`config.mk`:
```
export PLATFORM = sky130hd
export DESIGN_NAME = lf_fill_ctrl
export DESIGN_NICKNAME = d
export VERILOG_FILES = /design/src/rtl/lf_pkg.sv /design/src/rtl/lf_attr_dec.sv /design/src/rtl/lf_beat_ctr.sv /design/src/rtl/lf_mesi_sel.sv /design/src/rtl/lf_fill_ctrl.sv
export SDC_FILE = /design/constraint.sdc
export NUM_CORES = 1
export LEC_CHECK = 0
export ABC_AREA = 1
export CAP_MARGIN = 20
export CORE_MARGIN = 2
export CORE_UTILIZATION = 35
export DETAILED_ROUTE_END_ITERATION = 8
export DONT_BUFFER_PORTS = 1
export SYNTH_ARGS = -nofsm -noshare
export SYNTH_HDL_FRONTEND = slang
export SYNTH_SLANG_ARGS = --single-unit
```
`constraint.sdc`:
```
create_clock -name clk -period 1.55 [get_ports clk]
set_input_delay 0.3875 -clock clk [delete_from_list [all_inputs] [get_ports clk]]
set_output_delay 0.3875 -clock clk [all_outputs]
set_load 0.01 [all_outputs]
```
`src/rtl/lf_pkg.sv`:
```
package lf_pkg;

  typedef enum logic [1:0] {
    CYC_NONE      = 2'd0,
    CYC_RD_SINGLE = 2'd1,
    CYC_WR_SINGLE = 2'd2,
    CYC_FILL      = 2'd3
  } cyc_e;

  typedef enum logic [1:0] {
    ST_I = 2'd0,
    ST_S = 2'd1,
    ST_E = 2'd2,
    ST_M = 2'd3
  } mesi_e;

  typedef enum logic [1:0] {
    PH_IDLE = 2'd0,
    PH_ADDR = 2'd1,
    PH_DATA = 2'd2,
    PH_DONE = 2'd3
  } phase_e;

  typedef struct packed {
    logic  write;
    logic  cache_req;
    logic  pcd;
    logic  pwt;
    mesi_e prior;
  } acc_t;

endpackage

```
`src/rtl/lf_attr_dec.sv`:
```
module lf_attr_dec (
  input  logic write,
  input  logic hit,
  input  logic pcd,
  input  logic nocache,
  output logic needs_bus,
  output logic cache_req,
  output logic pcd_out
);

  // Any write goes out as a writethrough transfer; only read hits stay local.
  assign needs_bus = write | ~hit;
  // Burst request depends on the page attribute and hint only, never on the system answer.
  assign cache_req = ~write & ~hit & ~pcd & ~nocache;
  assign pcd_out   = pcd;

endmodule

```
`src/rtl/lf_beat_ctr.sv`:
```
module lf_beat_ctr #(
  parameter int LINE_BEATS = 4,
  localparam int CNT_W     = $clog2(LINE_BEATS + 1)
) (
  input  logic             clk,
  input  logic             rst_n,
  input  logic             clr,
  input  logic             inc,
  output logic [CNT_W-1:0] count,
  output logic             last,
  output logic             first
);

  logic [CNT_W-1:0] count_d;
  logic             count_en;

  always_comb begin
    count_en = clr | inc;
    count_d  = count;
    if (clr) begin
      count_d = '0;
    end else if (inc) begin
      count_d = count + CNT_W'(1);
    end
  end

  always_ff @(posedge clk or negedge rst_n) begin
    if (!rst_n) begin
      count <= '0;
    end else if (count_en) begin
      count <= count_d;
    end
  end

  assign last  = (count == CNT_W'(LINE_BEATS - 1));
  assign first = (count == '0);

endmodule

```
`src/rtl/lf_mesi_sel.sv`:
```
module lf_mesi_sel
  import lf_pkg::*;
(
  input  logic  pwt,
  input  logic  wb,
  output mesi_e fill_state
);

  always_comb begin
    if (wb && !pwt) begin
      fill_state = ST_E;
    end else begin
      fill_state = ST_S;
    end
  end

endmodule

```
`src/rtl/lf_fill_ctrl.sv`:
```
module lf_fill_ctrl
  import lf_pkg::*;
#(
  parameter int LINE_BEATS = 4,
  parameter int BEAT_BYTES = 8
) (
  input  logic                               clk,
  input  logic                               rst_n,
  input  logic                               req_valid,
  output logic                               req_ready,
  input  logic                               req_write,
  input  logic                               req_hit,
  input  logic [1:0]                         req_prior,
  input  logic                               req_pcd,
  input  logic                               req_pwt,
  input  logic                               req_nocache,
  input  logic [BEAT_BYTES-1:0]              req_be,
  output logic                               bus_start,
  output logic                               bus_cache_req,
  output logic                               bus_pcd,
  output logic                               bus_write,
  output logic [BEAT_BYTES-1:0]              bus_be,
  input  logic                               bus_ready,
  input  logic                               sys_ken,
  input  logic                               sys_wb,
  output logic                               done,
  output logic [1:0]                         done_type,
  output logic [$clog2(LINE_BEATS+1)-1:0]    done_beats,
  output logic                               done_alloc,
  output logic [1:0]                         done_state
);

  localparam int CNT_W = $clog2(LINE_BEATS + 1);

  phase_e                phase_q, phase_d;
  acc_t                  acc_q, acc_d;
  logic [BEAT_BYTES-1:0] be_q, be_d;
  logic                  acc_en;

  logic                  burst_q, burst_d;
  logic                  wb_q, wb_d;
  logic                  smp_en;

  cyc_e                  res_type_q, res_type_d;
  logic [CNT_W-1:0]      res_beats_q, res_beats_d;
  logic                  res_alloc_q, res_alloc_d;
  mesi_e                 res_state_q, res_state_d;
  logic                  res_en;

  logic                  dec_needs_bus, dec_cache_req, dec_pcd;
  logic                  ctr_clr, ctr_inc;
  logic [CNT_W-1:0]      beat_cnt;
  logic                  beat_last, beat_first;
  logic                  burst_now, wb_now, fin;
  mesi_e                 fill_state;
  logic                  in_bus;

  lf_attr_dec u_dec (
    .write     (req_write),
    .hit       (req_hit),
    .pcd       (req_pcd),
    .nocache   (req_nocache),
    .needs_bus (dec_needs_bus),
    .cache_req (dec_cache_req),
    .pcd_out   (dec_pcd)
  );

  lf_beat_ctr #(.LINE_BEATS(LINE_BEATS)) u_ctr (
    .clk   (clk),
    .rst_n (rst_n),
    .clr   (ctr_clr),
    .inc   (ctr_inc),
    .count (beat_cnt),
    .last  (beat_last),
    .first (beat_first)
  );

  // On the first beat the live system inputs decide; later beats use the captured copy.
  assign burst_now = beat_first ? (acc_q.cache_req & sys_ken) : burst_q;
  assign wb_now    = beat_first ? sys_wb : wb_q;
  assign fin       = ~burst_now | beat_last;

  lf_mesi_sel u_mesi (
    .pwt        (acc_q.pwt),
    .wb         (wb_now),
    .fill_state (fill_state)
  );

  // Next-state logic
  always_comb begin
    phase_d     = phase_q;
    acc_d       = acc_q;
    be_d        = be_q;
    acc_en      = 1'b0;
    burst_d     = burst_q;
    wb_d        = wb_q;
    smp_en      = 1'b0;
    res_type_d  = res_type_q;
    res_beats_d = res_beats_q;
    res_alloc_d = res_alloc_q;
    res_state_d = res_state_q;
    res_en      = 1'b0;
    ctr_clr     = 1'b0;
    ctr_inc     = 1'b0;

    unique case (phase_q)
      PH_IDLE: begin
        ctr_clr = 1'b1;
        if (req_valid) begin
          acc_en          = 1'b1;
          acc_d.write     = req_write;
          acc_d.cache_req = dec_cache_req;
          acc_d.pcd       = dec_pcd;
          acc_d.pwt       = req_pwt;
          acc_d.prior     = mesi_e'(req_prior);
          be_d            = req_write ? req_be : '1;
          if (dec_needs_bus) begin
            phase_d = PH_ADDR;
          end else begin
            phase_d     = PH_DONE;
            res_en      = 1'b1;
            res_type_d  = CYC_NONE;
            res_beats_d = '0;
            res_alloc_d = 1'b0;
            res_state_d = mesi_e'(req_prior);
          end
        end
      end

      PH_ADDR: begin
        phase_d = PH_DATA;
      end

      PH_DATA: begin
        if (bus_ready) begin
          ctr_inc = 1'b1;
          smp_en  = 1'b1;
          burst_d = burst_now;
          wb_d    = wb_now;
          if (fin) begin
            phase_d     = PH_DONE;
            res_en      = 1'b1;
            res_beats_d = beat_cnt + CNT_W'(1);
            res_alloc_d = burst_now;
            if (acc_q.write) begin
              res_type_d  = CYC_WR_SINGLE;
              res_state_d = acc_q.prior;
            end else if (burst_now) begin
              res_type_d  = CYC_FILL;
              res_state_d = fill_state;
            end else begin
              res_type_d  = CYC_RD_SINGLE;
              res_state_d = ST_I;
            end
          end
        end
      end

      PH_DONE: begin
        phase_d = PH_IDLE;
      end

      default: begin
        phase_d = PH_IDLE;
      end
    endcase
  end

  // Registers
  always_ff @(posedge clk or negedge rst_n) begin
    if (!rst_n) begin
      phase_q <= PH_IDLE;
    end else begin
      phase_q <= phase_d;
    end
  end

  always_ff @(posedge clk or negedge rst_n) begin
    if (!rst_n) begin
      acc_q <= '0;
      be_q  <= '0;
    end else if (acc_en) begin
      acc_q <= acc_d;
      be_q  <= be_d;
    end
  end

  always_ff @(posedge clk or negedge rst_n) begin
    if (!rst_n) begin
      burst_q <= 1'b0;
      wb_q    <= 1'b0;
    end else if (smp_en) begin
      burst_q <= burst_d;
      wb_q    <= wb_d;
    end
  end

  always_ff @(posedge clk or negedge rst_n) begin
    if (!rst_n) begin
      res_type_q  <= CYC_NONE;
      res_beats_q <= '0;
      res_alloc_q <= 1'b0;
      res_state_q <= ST_I;
    end else if (res_en) begin
      res_type_q  <= res_type_d;
      res_beats_q <= res_beats_d;
      res_alloc_q <= res_alloc_d;
      res_state_q <= res_state_d;
    end
  end

  // Outputs
  assign in_bus        = (phase_q == PH_ADDR) | (phase_q == PH_DATA);
  assign req_ready     = (phase_q == PH_IDLE);
  assign bus_start     = (phase_q == PH_ADDR);
  assign bus_cache_req = in_bus & acc_q.cache_req;
  assign bus_pcd       = in_bus & acc_q.pcd;
  assign bus_write     = in_bus & acc_q.write;
  assign bus_be        = in_bus ? be_q : '0;

  assign done          = (phase_q == PH_DONE);
  assign done_type     = done ? res_type_q : 2'd0;
  assign done_beats    = done ? res_beats_q : '0;
  assign done_alloc    = done & res_alloc_q;
  assign done_state    = done ? res_state_q : 2'd0;

endmodule

```
After elaboration in Yosys (flattened, before gate mapping)
Index checks and enable logic that the tools add are counted.
{"block": "totals", "register_bits": 29, "input_bits": 21, "out_inout_bits": 22, "word_cells": 100}
{"block": "op_classes", "n_addsub": 1, "eq_ne": 8, "mux": 49, "n_bitwise": 17, "reduce_logical": 11}
{"cell": "2-bit two-way mux", "count": 19}
{"cell": "3-bit two-way mux", "count": 7}
{"cell": "8-bit two-way mux", "count": 2}
{"cell": "1-bit two-way mux", "count": 15}
{"cell": "3-bit AND reduction", "count": 3}
{"cell": "1-bit AND", "count": 8}
{"cell": "2-bit inequality test (second input constant)", "count": 4}
{"cell": "2-bit one-hot mux with 2 select lines", "count": 2}
{"cell": "2-bit one-hot mux with 4 select lines", "count": 1}
{"cell": "3-bit one-hot mux with 2 select lines", "count": 1}
{"cell": "6-bit AND reduction", "count": 1}
{"cell": "1-bit NOT", "count": 5}
{"cell": "2-bit == test (second input constant)", "count": 2}
{"cell": "1-bit bitwise OR", "count": 4}
{"cell": "1-bit one-hot mux with 2 select lines", "count": 2}
{"cell": "2-bit nonzero test", "count": 2}
{"cell": "3-bit by 1-bit adder with 3-bit output (second input constant)", "count": 1}
{"cell": "3-bit by 2-bit == test with 1-bit output (second input constant)", "count": 1}
{"cell": "3-bit logical NOT", "count": 1}
{"cell": "2-bit by 1-bit == test with 1-bit output (second input constant)", "count": 1}
{"cell": "2-bit logical NOT", "count": 1}
{"cell": "2-bit AND reduction", "count": 1}
{"cell": "1-bit logical AND", "count": 1}
{"cell": "1-bit logical NOT", "count": 1}

Logic depth before layout (Yosys ltp)
{"block": "logic_depth", "word_depth": 9, "depth_mapped": 11}

Modules after synthesis
From an unflattened synthesis, not the netlist that was laid out.
{"block": "unflattened", "hier_cells": 219, "hier_area_um2": 1736.7}
{"mod": "lf_fill_ctrl", "instances": 1, "cells_each": 182, "area_per_inst_um2": 1500.2, "seq_area_each_um2": 650.6}
{"mod": "lf_beat_ctr", "instances": 1, "cells_each": 24, "area_per_inst_um2": 181.4, "seq_area_each_um2": 75.1}
{"mod": "lf_attr_dec", "instances": 1, "cells_each": 9, "area_per_inst_um2": 37.5, "seq_area_each_um2": 0.0}
{"mod": "lf_mesi_sel", "instances": 1, "cells_each": 4, "area_per_inst_um2": 17.5, "seq_area_each_um2": 0.0}

Worst setup path after synthesis
No wires, ideal clock.
{"block": "synth_timing", "path_type": "register to register", "from": "register phase_q[0]", "to": "register res_state_q[0]", "arrival_time_ns": 1.462, "required_ns": 1.431, "setup_slack_ns": -0.031, "stages_incl_launch_ff": 11, "path_buffers": 1, "cell_sequence": "dfrtp_1 > inv_1 > ha_1 > nand2_2 > inv_2 > o21ai_2 > inv_2 > nand3_4 > buf_8 > nand2_2 > o21ai_2"}
{"block": "synth_between", "elab_chain_len": 3}
{"item": "from (decl)", "line": "lf_fill_ctrl.sv:35", "rtl": "phase_e phase_q, phase_d;"}
{"item": "from (signal assigned)", "line": "lf_fill_ctrl.sv:174", "rtl": "phase_q <= phase_d;"}
{"item": "2-bit logical NOT *"}
{"item": "named net req_ready", "line": "lf_fill_ctrl.sv:10", "rtl": "output logic req_ready,"}
{"item": "1-bit one-hot mux with 2 select lines (tied with other cells)", "line": "lf_fill_ctrl.sv:106", "rtl": "unique case (phase_q)"}
{"item": "6-bit AND reduction (no line)"}
{"item": "to (signal assigned)", "line": "lf_fill_ctrl.sv:208", "rtl": "res_state_q <= res_state_d;"}
{"item": "to (decl)", "line": "lf_fill_ctrl.sv:47", "rtl": "mesi_e res_state_q, res_state_d;"}
Mark *: on every way through the listed nets, which the timed path passes. The rest lies on a longest branch.
A chain may end at the register's enable or synchronous reset.

Worst setup path in the final report
{"block": "layout_timing", "from": "register phase_q[1]", "to": "output port bus_write"}
{"block": "layout_between", "elab_chain_len": 3}
{"item": "2-bit by 1-bit == test with 1-bit output or 2-bit == test (tied branches)", "line": "lf_fill_ctrl.sv:213", "rtl": "assign in_bus = (phase_q == PH_ADDR) | (phase_q == PH_DATA);"}
{"item": "1-bit bitwise OR *", "line": "lf_fill_ctrl.sv:213"}
{"item": "1-bit AND *", "line": "lf_fill_ctrl.sv:218", "rtl": "assign bus_write = in_bus & acc_q.write;"}
{"item": "to (decl)", "line": "lf_fill_ctrl.sv:21", "rtl": "output logic bus_write,"}
Every way passes the cells marked *; elsewhere a longest branch is shown, timed or not.

==> run summary <==
TritonCTS clock tree: built
FMAX: 0.608 GHz
most common cell after layout, fill and taps aside: nand2_1
PD cells: 2300 nW/µm²
post-synthesis net count: 221
finished layout cell area: 1940 µm²
CP Max Fanout: 6
vias in the first global route: 1,258
DR vias/cell: 4.70
clk buf depth: 2
Finished Layout Cells: 263
hold depth: 2
n_diodes: 0
Inst Count DP: 249
area delta synth->final: 22.3%
Cell Area, Placed: 1680 µm²
total global-route track usage: 14.5%
clock latency on the worst-skew pair: 280 ps
most frequent cells in the layout: nand2_1 (42), dfrtp_1 (29), inv_2 (21), nand2_2 (19), inv_1 (16)
Final Hold Fails: 0
via count: 1,237
fraction of layout cells with a size suffix above 1: 37.4%
Critical R2R Capture: res_beats_q[0]
num rows: 24
Iteration-0 DRC Markers: 29
Seq/Total Area, Yosys: 45.8%
initial cell density of the core: 36.4%
largest net degree at the start of global routing: 30
Peak VDD IR: 1.19 mV
part of the power in combinational logic: 57.8%
final worst slack: -93.7 ps
Worst Setup Start Kind: flop
yosys warns: 0
R2R Setup Slk: 90 ps
synth unique cells: 26
Hold Path Sink: acc_q[2]
CTS Sinks: 29
violated checks: negative setup slack
area of the mapped netlist: 1580 µm²
H-Tree Depth: 2
power share of the clock group: 13.6%
Sequential Power Share: 28.6%
status: complete, but fails checks
global-route wire length before repair: 5.68 mm
Sw Ratio: 45.1%
Max-slew headroom: 86.4%
Reg area: 726 µm²
post-synthesis average cell area: 8.21 µm²
Synth area leader: dfrtp_1
Final Critical Period: 1640 ps
Pre-antenna DRT Iters: 4
#FFs+latches synth: 29
P_int: 0.00244 W
P_sw: 0.00200 W
total grt overflow: 0
unrepaired setup endpoints after global routing: true
fin nets: 238
Core Region: 4350 µm²
DRT antenna net count: 0
Fillers: 446
Setup-failing EPs final: 12
TritonCTS Buffers: 5
WL/cell: 12.8 µm
Worst-path clk slew: 60 ps
Die Y: 71.3 µm
CP arrival: 1260 ps
DP Wirelength: 2.41 mm
RR Startpoint: phase_q[1]
Final Skew: 10.1 ps
# IOs: 43
area of the multi-input gates: 767 µm²
Hold Path Class: primary input to flop
Hold Crit Start: req_pwt
Yosys top cell area share: 45.8%
Synth area leaders: dfrtp_1 (46%), nand2_1 (13%), inv_1 (7.8%)
initial antenna violation count: 0
Die Wd: 71.3 µm
Final Max Slew Viols: 0
Worst EP required: 1160 ps
Tightest Pin Transition: 202 ps
Die Area: 5080 µm²
Overall Power: 0.00445 W
Pleak: 0.993 nW
max cap viols: 0
Layout Utilization: 44.5%
critical path type: flop to primary output
DRT Wirelength: 3.37 mm
IO Port Bufs: 0
crit path capture type: primary output
DRC errors left: 0
Final period util: 106%
Place WS: -6.66 ps
CTS root buf: clkbuf_8
R2R depth: 8
GP Congestion: 0.752
Synth Instances: 193
sequential cells by signal (all words and copies together), names as in the netlist:
signal	count
res_type_q	2
burst_q	1
res_beats_q	3
phase_q	2
wb_q	1
res_state_q	2
res_alloc_q	1
u_ctr.count	3
be_q	8
acc_q	6
cell families after synthesis:
kind of cell / synth area share (%)
AOI/OAI and AO/OA: 14.2
and+or+nand+nor: 22.6
adders and majority gates: 5.53
buffers and inverters: 11.8
DFF: 45.8
worst max-delay path by stage:
stage / from / end / slack [ps] / depth (start not counted)
6_report: phase_q[1] / bus_write / -90 / 5
5_1_grt: phase_q[1] / bus_be[4] / -140 / 5
4_1_cts: phase_q[1] / bus_be[4] / -90 / 5
3_5_place_dp: u_ctr.count[0] / res_beats_q[0] / -7 / 10
3_3_place_gp: phase_q[0] / res_beats_q[2] / 70 / 8
2_1_floorplan: phase_q[0] / bus_be[0] / -10 / 5
Yosys cell counts (all sizes together):
master	number
a21oi	3
a22o	1
buf	3
clkbuf	2
clkinv	2
dfrtp	29
ha	7
inv	38
nand2	62
nand3	7
nand3b	1
nor2	10
nor3	1
o21a	1
o21ai	17
o22a	8
o22ai	1
metrics by stage:
step	hold WS, ps	TNS, ps
after floorplan	91.9	-146
after global placement	93.1	0
after detailed placement	92.8	-11.5
after CTS	213	-942
after global routing	226	-1810
final	217	-930
routing by layer:
layer  GRT usage (%)  wire length [µm]
met1            19.3              1620
met2            21.7              1460
met3            6.19               250
met4            4.40                36
met5               0                 0
critical path, cell delays in order, from the launching register on:
cell and delay, ps:
dfrtp_1 380, inv_2 60, ha_4 290, buf_12 120
nand2_2 60, inv_2 70
what timing repair did:
action	CTS	global route
pin swaps	7	4
gates resized for setup	29	12
hold endpoints to repair	29	0
hold buffers	2	0
gates cloned	1	0
setup buffers	3	0
endpoints found under the setup margin	24	31
power groups by stage:
| stage | logic, W | registers, W | clock network, W |
|---|---|---|---|
| after floorplan | 0.00161 | 0.00121 | 0 |
| after global placement | 0.00195 | 0.00125 | 0 |
| after detailed placement | 0.00198 | 0.00126 | 0 |
| after CTS | 0.00249 | 0.00126 | 0.000619 |
| after global routing | 0.00284 | 0.00131 | 0.000669 |
| final | 0.00257 | 0.00127 | 0.000603 |
layout make-up:
type	count	area share, %
clock buffers	5	3.55
clock inverters	3	0.904
inverters	40	7.88
multi-input cells	120	39.6
flip-flops and latches	29	37.5
well taps	52	3.36
repair buffers	14	7.24
Power figures use the tool's default switching activity.
